**src/rtl/dma_ag_pkg.sv**
```systemverilog
package dma_ag_pkg;

    typedef enum logic [1:0] {
        XK_VERIFY = 2'b00,
        XK_MEM_WR = 2'b01,
        XK_MEM_RD = 2'b10,
        XK_NONE   = 2'b11
    } xfer_kind_e;

    typedef enum logic [1:0] {
        S_IDLE = 2'b00,
        S_RUN  = 2'b01,
        S_DONE = 2'b10
    } seq_state_e;

endpackage

```
**src/rtl/dma_ag_ctrl.sv**
```systemverilog
module dma_ag_ctrl
    import dma_ag_pkg::*;
(
    input  logic       clk,
    input  logic       rst_n,
    input  logic       load,
    input  logic [1:0] load_kind,
    input  logic       advance,
    input  logic       count_zero,
    output logic       step,
    output logic       active,
    output logic       tc,
    output logic       mem_wr,
    output logic       mem_rd
);

    seq_state_e state_q, state_d;
    xfer_kind_e kind_q;

    // next-state logic
    always_comb begin
        state_d = state_q;
        unique case (state_q)
            S_IDLE: if (load) state_d = S_RUN;
            S_RUN: begin
                if (load)                         state_d = S_RUN;
                else if (advance && count_zero)   state_d = S_DONE;
                else                              state_d = S_RUN;
            end
            S_DONE: if (load) state_d = S_RUN;
            default: state_d = S_IDLE;
        endcase
    end

    // state register
    always_ff @(posedge clk or negedge rst_n) begin
        if (!rst_n) begin
            state_q <= S_IDLE;
            kind_q  <= XK_VERIFY;
        end else begin
            state_q <= state_d;
            if (load) kind_q <= xfer_kind_e'(load_kind);
        end
    end

    // outputs
    always_comb begin
        step   = 1'b0;
        active = 1'b0;
        tc     = 1'b0;
        mem_wr = 1'b0;
        mem_rd = 1'b0;
        unique case (state_q)
            S_IDLE: ;
            S_RUN: begin
                active = 1'b1;
                step   = advance && !load;
                mem_wr = step && (kind_q == XK_MEM_WR);
                mem_rd = step && (kind_q == XK_MEM_RD);
            end
            S_DONE: tc = 1'b1;
            default: ;
        endcase
    end

endmodule

```
**src/rtl/dma_ag_addr_cnt.sv**
```systemverilog
module dma_ag_addr_cnt #(
    parameter int CNT_W  = 16,
    parameter int PAGE_W = 8,
    localparam int ADDR_W = CNT_W + PAGE_W
) (
    input  logic              clk,
    input  logic              rst_n,
    input  logic              load,
    input  logic [CNT_W-1:0]  load_addr,
    input  logic [PAGE_W-1:0] load_page,
    input  logic              load_word,
    input  logic              step,
    output logic [ADDR_W-1:0] phys_addr
);

    logic [CNT_W-1:0]  ofs_q;
    logic [PAGE_W-1:0] page_q;
    logic              word_q;

    always_ff @(posedge clk or negedge rst_n) begin
        if (!rst_n) begin
            ofs_q  <= '0;
            page_q <= '0;
            word_q <= 1'b0;
        end else if (load) begin
            ofs_q  <= load_addr;
            page_q <= load_page;
            word_q <= load_word;
        end else if (step) begin
            ofs_q  <= ofs_q + 1'b1;   // wraps, never carries into page
        end
    end

    logic [ADDR_W-1:0] byte_map, word_map;
    assign byte_map = {page_q, ofs_q};
    assign word_map = {page_q[PAGE_W-1:1], ofs_q, 1'b0};

    always_comb phys_addr = word_q ? word_map : byte_map;

endmodule

```
**src/rtl/dma_ag_unit_cnt.sv**
```systemverilog
module dma_ag_unit_cnt #(
    parameter int CNT_W = 16
) (
    input  logic             clk,
    input  logic             rst_n,
    input  logic             load,
    input  logic [CNT_W-1:0] load_count,
    input  logic             step,
    output logic [CNT_W-1:0] count,
    output logic             count_zero
);

    logic [CNT_W-1:0] cnt_q;

    always_ff @(posedge clk or negedge rst_n) begin
        if (!rst_n)       cnt_q <= '0;
        else if (load)    cnt_q <= load_count;
        else if (step)    cnt_q <= cnt_q - 1'b1;
    end

    assign count      = cnt_q;
    assign count_zero = (cnt_q == '0);

endmodule

```
**src/rtl/dma_addr_gen.sv**
```systemverilog
module dma_addr_gen #(
    parameter int CNT_W  = 16,
    parameter int PAGE_W = 8,
    localparam int ADDR_W = CNT_W + PAGE_W
) (
    input  logic              clk,
    input  logic              rst_n,
    input  logic              load,
    input  logic [CNT_W-1:0]  load_addr,
    input  logic [PAGE_W-1:0] load_page,
    input  logic [CNT_W-1:0]  load_count,
    input  logic              load_word,
    input  logic [1:0]        load_kind,
    input  logic              advance,
    output logic [ADDR_W-1:0] phys_addr,
    output logic [CNT_W-1:0]  cur_count,
    output logic              tc,
    output logic              active,
    output logic              mem_wr,
    output logic              mem_rd
);

    logic step, count_zero;

    dma_ag_ctrl u_ctrl (
        .clk        (clk),
        .rst_n      (rst_n),
        .load       (load),
        .load_kind  (load_kind),
        .advance    (advance),
        .count_zero (count_zero),
        .step       (step),
        .active     (active),
        .tc         (tc),
        .mem_wr     (mem_wr),
        .mem_rd     (mem_rd)
    );

    dma_ag_addr_cnt #(.CNT_W(CNT_W), .PAGE_W(PAGE_W)) u_addr (
        .clk       (clk),
        .rst_n     (rst_n),
        .load      (load),
        .load_addr (load_addr),
        .load_page (load_page),
        .load_word (load_word),
        .step      (step),
        .phys_addr (phys_addr)
    );

    dma_ag_unit_cnt #(.CNT_W(CNT_W)) u_cnt (
        .clk        (clk),
        .rst_n      (rst_n),
        .load       (load),
        .load_count (load_count),
        .step       (step),
        .count      (cur_count),
        .count_zero (count_zero)
    );

endmodule

```
**config.mk**
```make
export PLATFORM = sky130hd
export DESIGN_NAME = dma_addr_gen
export DESIGN_NICKNAME = d
export VERILOG_FILES = /design/src/rtl/dma_ag_pkg.sv /design/src/rtl/dma_ag_ctrl.sv /design/src/rtl/dma_ag_addr_cnt.sv /design/src/rtl/dma_ag_unit_cnt.sv /design/src/rtl/dma_addr_gen.sv
export SDC_FILE = /design/constraint.sdc
export NUM_CORES = 1
export LEC_CHECK = 0
export ABC_CLOCK_PERIOD_IN_PS = 2100
export BUFFER_PORTS_ARGS = -buffer_cell sky130_fd_sc_hd__buf_2
export CORE_MARGIN = 1
export CORE_UTILIZATION = 30
export CTS_CLUSTER_SIZE = 24
export DETAILED_ROUTE_END_ITERATION = 10
export GPL_ROUTABILITY_DRIVEN = 0
export GPL_TIMING_DRIVEN = 0
export PLACE_DENSITY_LB_ADDON = 0.2
export SETUP_SLACK_MARGIN = 0.02
export SLEW_MARGIN = 20
export SYNTH_ARGS = -nofsm -noshare
export SYNTH_HDL_FRONTEND = slang
export SYNTH_SLANG_ARGS = --single-unit
```
**constraint.sdc**
```tcl
create_clock -name clk -period 2.1 [get_ports clk]
set_input_delay 0.315 -clock clk [delete_from_list [all_inputs] [get_ports clk]]
set_output_delay 0.315 -clock clk [all_outputs]
set_load 0.01 [all_outputs]
```
==> results.yml <==
sta:
  max_freq_mhz: 513.3
  rsz0062_at_grt: "false"
  slew_viol_final: 0
  maxSlewHeadroom_pct: 59.23
  holdWs_ns: 0.01921
  setup_viol: 0
  fin_setup_tns_ns: 0
  setup_ws_ns: 0.1520
  min_period_ns: 1.948
  finalHoldViolCount: 0
  fin_skew_ns: 0.007682
  fin_crit_sh_pct: 92.76
  tightest_slew_ns: 0.6116
critical_path:
  critPathKind: "flop to flop"
  r2r_start: "u_ctrl.state_q[1]"
  path_delay_family: "simple AND/OR/NAND/NOR gates"
  max_stage_delay_ns: 0.47
  required_ns: 2.32
  cpMaxStageDelayCell: "or4_1"
  ff2ff_path_depth: 5
  crit_start: "u_ctrl.state_q[1]"
  start_kind: "flop"
  cp.arrival_ns: 2.17
  path_cells: "nand3b_4 -> or3_1 -> buf_2 -> or4_1 -> a31oi_1"
  critPathBufInv: 1
  path_depth: 5
  end_kind: "flop"
  crit_fanout: 8
placed_design:
  dp.final_hpwl_mm: 5.285
  pre_cts_slack_ns: 0.04455
  port_buffers: 89
yosys:
  ys_ff_latch: 45
  yosysSeqAreaShare_pct: 42.98
  synthTopCellsByArea: "dfrtp_1, mux2_2, o21ai_0"
  yosysTopAreaCellShare_pct: 42.98
  yosysMostFrequentCell: "dfrtp_1"
  yosys.area.top_type: "dfrtp_1"
  postSynthAreaPerCell_um2: 9.850
  synth_warnings: 0
  synth_edf_count: 0
  synthTopCellsByCount: "dfrtp_1, nand2_1, mux2_2"
  synth_area_mm2: 0.002620
  synth_fp_nets: 316
  ys_types: 45
  synthCells: 266
  synth_ff_type: "dfrtp_1"
  async_flop_share_pct: 100.0
floorplan:
  start_util_pct: 31.41
  die_area_mm2: 0.009111
  fp.coreArea_mm2: 0.008341
  rows: 33
  die_h_um: 95.45
  fp.dieW_um: 95.45
  io_pins: 91
global_route:
  groute.usage.overall_pct: 16.69
  grt_max_degree: 46
  grt_pass1_wl_mm: 11.53
  grt.overflow.total: 0
  grt_antenna_before_repair: 0
  grt_pass1_vias: 2250
flow_run:
  drv_cap: 0
cts:
  h-tree-depth: 2
  clockBufferDepth: 2
  numCtsBuffers: 5
  cts_setup_buffers: 0
  root_buffer: "clkbuf_8"
  cts_hold_buf: 0
  cts.sinks: 45
  clkTransAtPathRegs_ns: 0.09
  clk_latency_ns: 0.31
  cts_tree: "yes"
route:
  routed_wl_mm: 7.253
  drtIter0Drc: 71
  drc: 0
  vias_per_cell: 4.942
  detail-route-antenna-nets: 0
  vias: 2308
  wire_per_inst_um: 15.53
  drt_pre_antenna_iters: 4
finish:
  antenna_cells: 0
  fin_nets: 411
  postLayoutCoreUtil_pct: 39.48
  area_growth_pct: 25.69
  layout-drive-gt1-share_pct: 40.06
power:
  peakVddDrop_mv: 0.2355
  leakagePower_nw: 1.454
  powerDensity_mw_per_mm2: 661.2
status:
  status: "complete, no violations"
min_path:
  min_path_type: "primary input to asynchronous set/reset pin"
[where the power goes]
group / switching (mW) / internal, mW
clock: 0.316 / 0.232
sequential: 0.123 / 0.954
combinational: 0.277 / 0.276
total: 0.716 / 1.46
[per-layer routing]
layer	vias to the layer above	track usage (%)	share of wire, %
li1	1143	-	-
met5	-	0	0
met3	7	4.625	5.9
met2	51	27.32	47
met4	0	4.104	1.0
met1	1107	21.71	46
[cell usage in the layout (no fill, tap or decap), types with 6 or more instances in the layout]
cell and n:
o21ai_0 24, xnor2_1 10, buf_4 8, mux2_2 27, xor2_1 10, or3_1 6
nor4_1 6, dfrtp_1 43, nand4_1 9, buf_2 91, nand3_1 10, nor2_1 10
nand2_1 31, clkbuf_1 9
[worst paths after layout]
check                                    end  slack (ns)
setup / recovery            u_addr.ofs_q[15]        0.15
hold / removal               u_addr.ofs_q[9]        0.02
setup reg to reg            u_addr.ofs_q[15]        0.15
hold reg to reg             u_addr.page_q[0]        0.51
max in group asynchronous  u_ctrl.state_q[0]        1.64
min in group clk             u_addr.ofs_q[3]        0.21
[state kept, by name, indices dropped and copies added, names as in the netlist]
signal / cells
u_addr.ofs_q: 16
u_addr.page_q: 8
u_addr.word_q: 1
u_cnt.count: 16
u_ctrl.kind_q: 2
u_ctrl.state_q: 2
[cell families after synthesis]
family | count (synthesis) | synth area share (%)
AOI/OAI and AO/OA | 41 | 9.456
xor gates and xnor gates | 20 | 6.685
adders and majority gates | 3 | 1.433
buffers and inverters | 25 | 4.680
DFF | 45 | 42.98
muxes | 28 | 11.99
and+or+nand+nor | 104 | 22.78
[metrics by stage]
step / instance area (um^2) / power [mW] / instances
2_1_floorplan: 2620 / 1.403 / 266
3_5_place_dp: 3197 / 1.649 / 460
6_report: 3293 / 2.178 / 467
5_1_grt: 3293 / 2.315 / 467
4_1_cts: 3277 / 2.198 / 467
3_3_place_gp: 3197 / 1.641 / 460
[worst reg2reg max path, stage by stage, from the launching register on]
cell	delay (ns)
dfrtp_1	0.45
nand3b_4	0.22
or3_1	0.38
buf_2	0.17
or4_1	0.47
a31oi_1	0.18
[layout make-up]
| class | instances | area, um^2 |
|---|---|---|
| inverters | 5 | 18.77 |
| multi-input cells | 196 | 1383 |
| flip-flops and latches | 45 | 1129 |
| repair buffers | 89 | 447.9 |
| plain buffers | 19 | 101.3 |
| well taps | 105 | 131.4 |
| clock buffers | 6 | 72.57 |
| clock inverters | 2 | 10.01 |
| fillers | 892 | 5047 |
[repair_timing]
action                                  in CTS  in global routing
resized for setup                            1                  4
pin swaps                                    0                  0
endpoints found under the setup margin       8                 11
gates cloned                                 0                  0
No activity file was read; power rests on OpenSTA's default activity.
